`config.mk`:
```
export PLATFORM = sky130hd
export DESIGN_NAME = wmb_top
export DESIGN_NICKNAME = d
export VERILOG_FILES = /design/src/rtl/wmb_pkg.sv /design/src/rtl/wmb_merge_buf.sv /design/src/rtl/wmb_order_ctl.sv /design/src/rtl/wmb_bus_port.sv /design/src/rtl/wmb_top.sv
export SDC_FILE = /design/constraint.sdc
export NUM_CORES = 1
export LEC_CHECK = 0
export BUFFER_PORTS_ARGS = -buffer_cell sky130_fd_sc_hd__buf_2
export CAP_MARGIN = 20
export CORE_UTILIZATION = 23
export CTS_BUF_LIST = sky130_fd_sc_hd__clkbuf_16
export CTS_CLUSTER_DIAMETER = 50
export DETAILED_ROUTE_END_ITERATION = 10
export PLACE_DENSITY = 0.5
export SLEW_MARGIN = 40
export SYNTH_ARGS = -nofsm -noshare
export SYNTH_HDL_FRONTEND = slang
export SYNTH_SLANG_ARGS = --single-unit
```
`constraint.sdc`:
```
create_clock -name clk -period 2.2 [get_ports clk]
set_input_delay 0.11 -clock clk [delete_from_list [all_inputs] [get_ports clk]]
set_output_delay 0.11 -clock clk [all_outputs]
set_load 0.02 [all_outputs]
```
`src/rtl/wmb_pkg.sv`:
```
package wmb_pkg;

   typedef enum logic [1:0] {
      MT_UNCACHED = 2'b00,
      MT_COMBINE  = 2'b01,
      MT_CACHED   = 2'b10,
      MT_UNC_ALT  = 2'b11
   } mtype_e;

   typedef enum logic [1:0] {
      ORD_PIN_ONLY = 2'b00,
      ORD_WINDOW   = 2'b01,
      ORD_FULL     = 2'b10,
      ORD_RESERVED = 2'b11
   } ord_e;

   // Window gating applies to cache commits at level 1 and above
   function automatic logic ord_gates_commit(input logic [1:0] lvl);
      return lvl != ORD_PIN_ONLY;
   endfunction

   // Window drains before uncached stores at the strictest level (reserved included)
   function automatic logic ord_gates_uncached(input logic [1:0] lvl);
      return (lvl == ORD_FULL) || (lvl == ORD_RESERVED);
   endfunction

endpackage

```
`src/rtl/wmb_merge_buf.sv`:
```
module wmb_merge_buf #(
   parameter int ADDR_W = 32,
   parameter int LANES  = 8
) (
   input  logic                       clk,
   input  logic                       rst_n,
   input  logic                       wr_en,
   input  logic [ADDR_W-$clog2(LANES)-1:0] wr_tag,
   input  logic [LANES-1:0]           wr_be,
   input  logic [LANES*8-1:0]         wr_data,
   input  logic                       clr,
   output logic [ADDR_W-1:0]          win_base,
   output logic [LANES-1:0]           acc_be,
   output logic [LANES*8-1:0]         acc_data,
   output logic                       any_valid,
   output logic                       win_hit
);
   localparam int OFF_W = $clog2(LANES);
   localparam int TAG_W = ADDR_W - OFF_W;

   logic [TAG_W-1:0] tag_q;

   always_ff @(posedge clk) begin
      if (!rst_n)
         tag_q <= '0;
      else if (wr_en)
         tag_q <= wr_tag;
   end

   for (genvar gi = 0; gi < LANES; gi++) begin : g_lane
      logic       vld_q;
      logic [7:0] byte_q;

      always_ff @(posedge clk) begin
         if (!rst_n)
            vld_q <= 1'b0;
         else if (clr)
            vld_q <= 1'b0;
         else if (wr_en && wr_be[gi])
            vld_q <= 1'b1;
      end

      always_ff @(posedge clk) begin
         if (!rst_n)
            byte_q <= '0;
         else if (wr_en && wr_be[gi])
            byte_q <= wr_data[gi*8 +: 8];
      end

      assign acc_be[gi]          = vld_q;
      assign acc_data[gi*8 +: 8] = byte_q;
   end

   assign any_valid = |acc_be;
   assign win_hit   = any_valid && (wr_tag == tag_q);
   assign win_base  = {tag_q, {OFF_W{1'b0}}};

endmodule

```
`src/rtl/wmb_order_ctl.sv`:
```
module wmb_order_ctl
   import wmb_pkg::*;
(
   input  logic       st_valid,
   input  logic [1:0] st_mtype,
   input  logic [1:0] ord_level,
   input  logic       ext_empty,
   input  logic       buf_any,
   input  logic       win_hit,
   input  logic       bus_busy,
   output logic       st_stall,
   output logic       cache_commit,
   output logic       merge_en,
   output logic       flush_start,
   output logic       direct_start
);
   logic gate_commit;
   logic gate_unc;

   assign gate_commit = ord_gates_commit(ord_level);
   assign gate_unc    = ord_gates_uncached(ord_level);

   always_comb begin
      st_stall     = 1'b0;
      cache_commit = 1'b0;
      merge_en     = 1'b0;
      flush_start  = 1'b0;
      direct_start = 1'b0;
      if (st_valid) begin
         case (mtype_e'(st_mtype))
            MT_COMBINE: begin
               if (bus_busy) begin
                  st_stall = 1'b1;
               end else if (!buf_any || win_hit) begin
                  merge_en = 1'b1;
               end else begin
                  st_stall    = 1'b1;
                  flush_start = 1'b1;
               end
            end
            MT_CACHED: begin
               if (!ext_empty) begin
                  st_stall = 1'b1;
               end else if (gate_commit && buf_any) begin
                  st_stall    = 1'b1;
                  flush_start = !bus_busy;
               end else begin
                  cache_commit = 1'b1;
               end
            end
            default: begin
               if (bus_busy) begin
                  st_stall = 1'b1;
               end else if (gate_unc && buf_any) begin
                  st_stall    = 1'b1;
                  flush_start = 1'b1;
               end else begin
                  direct_start = 1'b1;
               end
            end
         endcase
      end
   end

endmodule

```
`src/rtl/wmb_bus_port.sv`:
```
module wmb_bus_port #(
   parameter int ADDR_W = 32,
   parameter int LANES  = 8
) (
   input  logic                 clk,
   input  logic                 rst_n,
   input  logic                 flush_start,
   input  logic                 direct_start,
   input  logic [ADDR_W-1:0]    win_base,
   input  logic [LANES-1:0]     win_be,
   input  logic [LANES*8-1:0]   win_data,
   input  logic [ADDR_W-1:0]    st_addr,
   input  logic [LANES-1:0]     st_be,
   input  logic [LANES*8-1:0]   st_data,
   input  logic                 bus_ack,
   output logic                 bus_req,
   output logic                 from_win,
   output logic                 flush_done,
   output logic [ADDR_W-1:0]    bus_addr,
   output logic [LANES-1:0]     bus_be,
   output logic [LANES*8-1:0]   bus_data
);
   logic                req_q;
   logic                src_q;
   logic [ADDR_W-1:0]   d_addr_q;
   logic [LANES-1:0]    d_be_q;
   logic [LANES*8-1:0]  d_data_q;

   always_ff @(posedge clk) begin
      if (!rst_n) begin
         req_q <= 1'b0;
         src_q <= 1'b0;
      end else begin
         if (req_q && bus_ack)
            req_q <= 1'b0;
         if (flush_start) begin
            req_q <= 1'b1;
            src_q <= 1'b1;
         end else if (direct_start) begin
            req_q <= 1'b1;
            src_q <= 1'b0;
         end
      end
   end

   always_ff @(posedge clk) begin
      if (!rst_n) begin
         d_addr_q <= '0;
         d_be_q   <= '0;
         d_data_q <= '0;
      end else if (direct_start) begin
         d_addr_q <= st_addr;
         d_be_q   <= st_be;
         d_data_q <= st_data;
      end
   end

   assign bus_req    = req_q;
   assign from_win   = src_q;
   assign flush_done = req_q && bus_ack && src_q;
   assign bus_addr   = src_q ? win_base : d_addr_q;
   assign bus_be     = src_q ? win_be   : d_be_q;
   assign bus_data   = src_q ? win_data : d_data_q;

endmodule

```
`src/rtl/wmb_top.sv`:
```
module wmb_top #(
   parameter int ADDR_W = 32,
   parameter int LANES  = 8
) (
   input  logic                 clk,
   input  logic                 rst_n,
   input  logic                 st_valid,
   input  logic [1:0]           st_mtype,
   input  logic [ADDR_W-1:0]    st_addr,
   input  logic [LANES-1:0]     st_be,
   input  logic [LANES*8-1:0]   st_data,
   input  logic [1:0]           ord_level,
   input  logic                 ext_empty,
   output logic                 st_stall,
   output logic                 cache_commit,
   output logic                 bus_req,
   output logic [ADDR_W-1:0]    bus_addr,
   output logic [LANES-1:0]     bus_be,
   output logic [LANES*8-1:0]   bus_data,
   input  logic                 bus_ack
);
   localparam int OFF_W = $clog2(LANES);

   if (LANES < 2 || (LANES & (LANES - 1)) != 0) begin : g_bad_lanes
      $error("wmb_top: LANES must be a power of two of at least 2");
   end
   if (ADDR_W <= OFF_W) begin : g_bad_addr
      $error("wmb_top: ADDR_W must exceed the window offset width");
   end

   logic                merge_en;
   logic                flush_start;
   logic                direct_start;
   logic                flush_done;
   logic                buf_any;
   logic                win_hit;
   logic                bus_from_win;
   logic [ADDR_W-1:0]   win_base;
   logic [LANES-1:0]    win_be;
   logic [LANES*8-1:0]  win_data;

   wmb_merge_buf #(.ADDR_W(ADDR_W), .LANES(LANES)) u_buf (
      .clk       (clk),
      .rst_n     (rst_n),
      .wr_en     (merge_en),
      .wr_tag    (st_addr[ADDR_W-1:OFF_W]),
      .wr_be     (st_be),
      .wr_data   (st_data),
      .clr       (flush_done),
      .win_base  (win_base),
      .acc_be    (win_be),
      .acc_data  (win_data),
      .any_valid (buf_any),
      .win_hit   (win_hit)
   );

   wmb_order_ctl u_ctl (
      .st_valid     (st_valid),
      .st_mtype     (st_mtype),
      .ord_level    (ord_level),
      .ext_empty    (ext_empty),
      .buf_any      (buf_any),
      .win_hit      (win_hit),
      .bus_busy     (bus_req),
      .st_stall     (st_stall),
      .cache_commit (cache_commit),
      .merge_en     (merge_en),
      .flush_start  (flush_start),
      .direct_start (direct_start)
   );

   wmb_bus_port #(.ADDR_W(ADDR_W), .LANES(LANES)) u_bus (
      .clk          (clk),
      .rst_n        (rst_n),
      .flush_start  (flush_start),
      .direct_start (direct_start),
      .win_base     (win_base),
      .win_be       (win_be),
      .win_data     (win_data),
      .st_addr      (st_addr),
      .st_be        (st_be),
      .st_data      (st_data),
      .bus_ack      (bus_ack),
      .bus_req      (bus_req),
      .from_win     (bus_from_win),
      .flush_done   (flush_done),
      .bus_addr     (bus_addr),
      .bus_be       (bus_be),
      .bus_data     (bus_data)
   );

endmodule

```
; Word level (Yosys, flattened, before mapping)
; Index checks and enable logic that the tools add are counted.
; Widths: inputs -> output; s select.
[word_totals]
word_cells = 85
mem_bits_rw = 0
ff_bits = 207
in_bits = 113
mem_count = 0
mem_bits_ro = 0
latch_bits = 0
[classes]
reduce_logical = 23
n_mul = 0
shifts = 0
n_div = 0
bitwise_logic = 1
order_cmp = 0
mux = 34
eq_ne = 5
addsub = 0
[ops]
columns = operator, count
row1 = $mux 64, 1
row2 = $mux 32, 1
row3 = $eq 29x29->1, 1
row4 = $mux 1, 29
row5 = $logic_and 1x1->1, 13
row6 = $mux 8, 1
row7 = $reduce_or 8->1, 1
row8 = $eq 2x2->1 const B, 3
row9 = $pmux 1 s2, 2
row10 = $reduce_bool 2->1, 2
row11 = $reduce_or 2->1, 2
row12 = $reduce_bool 3->1, 1
row13 = $eq 2x1->1 const B, 1
row14 = $logic_not 1->1, 2
row15 = $logic_or 1x1->1, 2
row16 = $not 1->1, 1

; Longest topological paths before layout
[logic_depth]
depth_word = 9
ltp_mapped = 9
ltp_nobuf = 7

; Cells and area by module
; From an unflattened synthesis, not the netlist that was laid out.
[unflattened]
hier_cells = 939
area_unflattened_um2 = 9645.5
[modules_own_cells]
columns = mod, n_inst, seq_area_each_um2, cells_per_inst, area_each_um2
row1 = wmb_bus_port, 1, 2122.0, 458, 5280.1
row2 = wmb_merge_buf, 1, 2021.9, 460, 4235.3
row3 = wmb_order_ctl, 1, 0.0, 21, 130.1

; Worst setup path after synthesis
; Ideal clock, no wire load.
[synth_path]
path_type = reg-to-output
startpoint = reg u_buf.tag_q[17]
endpoint = out st_stall
t_arrival_ps = 1819
path_stages_with_launch = 8
slack_ps = 271
path_cell_list = dfxtp_1 > xor2_1 > nor4_1 > nand3_1 > o31a_1 > buf_6 > a2111oi_0 > nor2_1
[synth_between]
elab_chain_cells = 7
[synth_lines]
columns = element, line
row1 = start: declaration, wmb_merge_buf.sv:21  ; logic [TAG_W-1:0] tag_q;
row2 = start signal: assignment, wmb_merge_buf.sv:27  ; tag_q <= wr_tag;
row3 = $eq 29x29->1, wmb_merge_buf.sv:55  ; assign win_hit = any_valid && (wr_tag == tag_q);
row4 = $logic_and 1x1->1, wmb_merge_buf.sv:55
row5 = $logic_or 1x1->1, wmb_order_ctl.sv:34  ; end else if (!buf_any || win_hit) begin
row6 = $mux 1, wmb_order_ctl.sv:34
row7 = $mux 1, wmb_order_ctl.sv:32  ; if (bus_busy) begin
row8 = $pmux 1 s2, wmb_order_ctl.sv:30  ; case (mtype_e'(st_mtype))
row9 = $mux 1, wmb_order_ctl.sv:29  ; if (st_valid) begin
row10 = end: declaration, wmb_top.sv:14  ; output logic st_stall,
; No other way between the ends.

; Final worst setup path
[layout_path]
startpoint = reg u_buf.tag_q[22]
endpoint = out st_stall
; Same word-level chain as after synthesis.

==> qor.tcl <==
set qor(total_power_mw) 11.17
set qor(skew_ns) 0.02062
set qor(reg2reg_setup_slack_ns) -0.20
set qor(worstSkewPairLatency_ns) 0.53
set qor(stdcell_count) 1959
set qor(cts_tree) {yes}
set qor(setup_total_negative_slack_ns) -6.337
set qor(first_pass_iters) 5
set qor(final-hold-violation-count) 0
set qor(drt.antenna.violating_nets) 0
set qor(ioPinCount) 220
set qor(failing_checks) {negative setup slack}
set qor(power-per-cell-area_mw_per_mm2) 813.4
set qor(final-setup-viol-count) 65
set qor(port_buf_inserts) 219
set qor(mostFrequentLayoutCell) {sky130_fd_sc_hd__nand2_1}
set qor(fp-row-count) 72
set qor(detailedRoute.firstIterationViolations) 393
set qor(crit-reg2reg-capture) {u_buf.tag_q[14]$_SDFFE_PN0P_}
set qor(floorplan.die.height_microns) 202.2
set qor(maxSlewHeadroom_pct) 71.47
set qor(netlist_area_sq_mm) 0.009219
set qor(outcome) {finished with violations}
set qor(maximum_capacitance_violations) 0
set qor(floorplan.die_area_sq_mm) 0.04089
set qor(worst_ir_drop_on_vdd_mv) 0.5080
set qor(globalRouteTotalUtil_pct) 14.63
set qor(cts_made_buffers) 35
set qor(grt_antenna_before_repair) 1
set qor(grt_pass1_wl_mm) 46.82
set qor(clk_root_buffer_cell) {sky130_fd_sc_hd__clkbuf_16}
set qor(postLayoutSetupSlackWorst_ns) -0.3505
set qor(crit_required_ns) 2.09
set qor(die_width_microns) 202.2
set qor(cp-endpoint) {st_stall}
set qor(worst_pin_slew_ns) 0.4280
set qor(start_util_pct) 23.58
set qor(critical_path_endpoint_category) {output port}
set qor(finalCoreUtilization_pct) 35.13
set qor(synth_area_per_cell_sq_um) 8.608
set qor(finalHoldWorstSlack_ns) 0.1621
set qor(h-tree-depth) 2
set qor(largest_net_degree_at_the_start_of_global_routing) 95
set qor(drive_gt1_share_pct) 31.32
set qor(cts_buffer_depth) 3
set qor(synthesis.nets) 1186
set qor(r2r-start) {u_buf.tag_q[22]$_SDFFE_PN0P_}
set qor(wirelength_mm) 30.10
set qor(worstPathArrival_ns) 2.44
set qor(unrepaired_setup_endpoints_after_global_routing) {true}
set qor(globalRoute.totalOverflow) 0
set qor(layout_common_cells) {406 x sky130_fd_sc_hd__nand2_1, 216 x sky130_fd_sc_hd__buf_2, 203 x sky130_fd_sc_hd__dfxtp_1}
set qor(synthToLayoutAreaGrowth_pct) 48.97
set qor(synth_cells) 1071
set qor(route.detailed.wl_per_inst_microns) 15.37
set qor(core_region_area_sq_mm) 0.03910
set qor(min_period_ns) 2.551
set qor(cellLeakagePower_nw) 5.741
set qor(first_global_vias) 8482
set qor(detailroute.via_count) 8426
set qor(place.detailed.instances) 1782
set qor(synthesis.yosys.warnings) 0
set qor(detailedPlacementHpwl_mm) 19.18
set qor(yosys_register_bits) 207
set qor(nNetsFinal) 1532
set qor(remaining_drc_errors) 0
set qor(fmax_ghz) 0.3921
set qor(path_class) {flip-flop to output port}
set qor(timing.critical_path.fanout_max) 3
set qor(min_from) {ext_empty}
set qor(clk_pin_slew_ns) 0.05
set qor(hold_path_class) {input pin to flip-flop}
set qor(fill_cells) 4087
set qor(timing.final.max_slew_violations) 0
set qor(post_drt_via_cell_ratio) 4.301
set qor(worst_setup_path_startpoint) {u_buf.tag_q[22]$_SDFFE_PN0P_}
set qor(setup.worst_path.start_class) {flip-flop}
set qor(finalCritPeriodShare_pct) 115.9
set qor(gp_congestion) 0.7682
set qor(ff2ff_path_depth) 11
set qor(synth.distinct_cells) 30
set qor(clock_sink_count) 207
set qor(synth-seq-area-share_pct) 44.95
## registers in the layout (all words and copies together), names as in the netlist
register / cells
u_buf.g_lane.byte_q: 64
u_bus.bus_req: 1
u_bus.d_data_q: 64
u_buf.tag_q: 29
u_buf.g_lane.vld_q: 8
u_bus.d_be_q: 8
u_bus.d_addr_q: 32
u_bus.from_win: 1
## Yosys cell counts
| cell type | count | area (sq um) |
|---|---|---|
| sky130_fd_sc_hd__and3_1 | 1 | 6.260 |
| sky130_fd_sc_hd__a32o_1 | 1 | 10.01 |
| sky130_fd_sc_hd__buf_6 | 2 | 22.52 |
| sky130_fd_sc_hd__a31oi_1 | 1 | 6.260 |
| sky130_fd_sc_hd__o21a_1 | 9 | 67.56 |
| sky130_fd_sc_hd__dfxtp_1 | 207 | 4144 |
| sky130_fd_sc_hd__o21ai_0 | 2 | 10.01 |
| sky130_fd_sc_hd__clkbuf_1 | 59 | 221.5 |
| sky130_fd_sc_hd__a2111oi_0 | 1 | 8.760 |
| sky130_fd_sc_hd__a21oi_1 | 105 | 525.5 |
| sky130_fd_sc_hd__xnor2_1 | 2 | 17.52 |
| sky130_fd_sc_hd__o31a_1 | 2 | 17.52 |
| sky130_fd_sc_hd__nor4_1 | 8 | 50.05 |
| sky130_fd_sc_hd__buf_2 | 7 | 35.03 |
| sky130_fd_sc_hd__mux2i_1 | 93 | 930.9 |
| sky130_fd_sc_hd__nand4_1 | 1 | 6.260 |
| sky130_fd_sc_hd__and2_1 | 2 | 12.51 |
| sky130_fd_sc_hd__nor3_1 | 1 | 5.000 |
| sky130_fd_sc_hd__nor2_4 | 8 | 90.09 |
| sky130_fd_sc_hd__nand3_1 | 3 | 15.01 |
| sky130_fd_sc_hd__buf_4 | 1 | 7.510 |
| sky130_fd_sc_hd__buf_1 | 3 | 11.26 |
| sky130_fd_sc_hd__ha_1 | 2 | 25.02 |
| sky130_fd_sc_hd__nor2b_1 | 6 | 37.54 |
| sky130_fd_sc_hd__nand2_1 | 407 | 1528 |
| sky130_fd_sc_hd__inv_1 | 3 | 11.26 |
| sky130_fd_sc_hd__xor2_1 | 27 | 236.5 |
| sky130_fd_sc_hd__mux2_2 | 101 | 1137 |
| sky130_fd_sc_hd__nor2_1 | 5 | 18.77 |
| sky130_fd_sc_hd__clkinv_1 | 1 | 3.750 |
## per-stage QoR
step,setup WS (ns),instance area (sq um)
final,-0.3505,13730
after detailed placement,-0.06916,11310
after global placement,-0.09400,11310
after floorplan,0.2713,9219
after CTS,-0.4685,13690
after global routing,-0.4673,13730
## worst min path at each step
| stage | endpoint | depth (start not counted) |
|---|---|---|
| floorplan | u_bus.d_addr_q[0]$_SDFFE_PN0P_ | 2 |
| global placement | u_bus.d_addr_q[1]$_SDFFE_PN0P_ | 3 |
| detailed placement | u_bus.d_addr_q[1]$_SDFFE_PN0P_ | 3 |
| CTS | u_bus.from_win$_SDFFE_PN0P_ | 5 |
| global route | u_bus.from_win$_SDFFE_PN0P_ | 5 |
| finish | u_bus.from_win$_SDFFE_PN0P_ | 5 |
## layout make-up
| cell class | instances | area, sq um | share of cell area [%] |
|---|---|---|---|
| clock inverters | 24 | 212.7 | 1.549 |
| repair buffers | 381 | 2975 | 21.67 |
| flip-flops and latches | 207 | 4151 | 30.23 |
| inverters | 4 | 17.52 | 0.1276 |
| diodes | 1 | 2.502 | 0.01822 |
| clock buffers | 36 | 900.9 | 6.560 |
| multi-input cells | 788 | 4825 | 35.13 |
| well taps | 518 | 648.1 | 4.719 |
## critical path, cell delays in order, from the launching register on
cell and delay [ns]:
sky130_fd_sc_hd__dfxtp_2 0.32, sky130_fd_sc_hd__xor2_1 0.14, sky130_fd_sc_hd__nor4_1 0.27, sky130_fd_sc_hd__buf_4 0.17
sky130_fd_sc_hd__nand4_1 0.13, sky130_fd_sc_hd__o31a_1 0.31, sky130_fd_sc_hd__a2111oi_2 0.31, sky130_fd_sc_hd__nor2_1 0.10
sky130_fd_sc_hd__buf_4 0.17
## per-layer routing
layer | vias to the layer above | part of all wire, % | wire, microns | track usage (%)
met5 | - | 0 | 0 | 0
met4 | 0 | 2.0 | 601 | 5.048
met3 | 39 | 5.8 | 1752 | 3.531
met2 | 211 | 47 | 14060 | 24.44
met1 | 3925 | 45 | 13690 | 18.29
li1 | 4251 | - | - | -
## report_power, final
part / total (mW) / leakage, nW / switching [mW] / internal (mW)
sequential: 4.06 / 1.68 / 0.115 / 3.94
combinational: 1.85 / 3.50 / 1.01 / 0.841
clock: 5.26 / 0.560 / 2.02 / 3.24
## timing repair
item | 4_1_cts | 5_1_grt
pin swaps | 15 | 4
resized for setup | 18 | 7
hold buffers | 106 | 0
gates cloned | 3 | 0
setup endpoints to repair | 82 | 105
buffers inserted | 5 | 3
endpoints found under the hold margin | 200 | 0
## cell families after synthesis
kind of cell	share of synthesized area, %
flip-flops	44.95
buffers and inverters	3.393
XOR/XNOR	2.755
adder cells (fa/ha/maj)	0.2714
AO/OA/AOI/OAI	7.003
AND/OR/NAND/NOR	19.19
multiplexers	22.43
(Power assumes the default switching activity.)
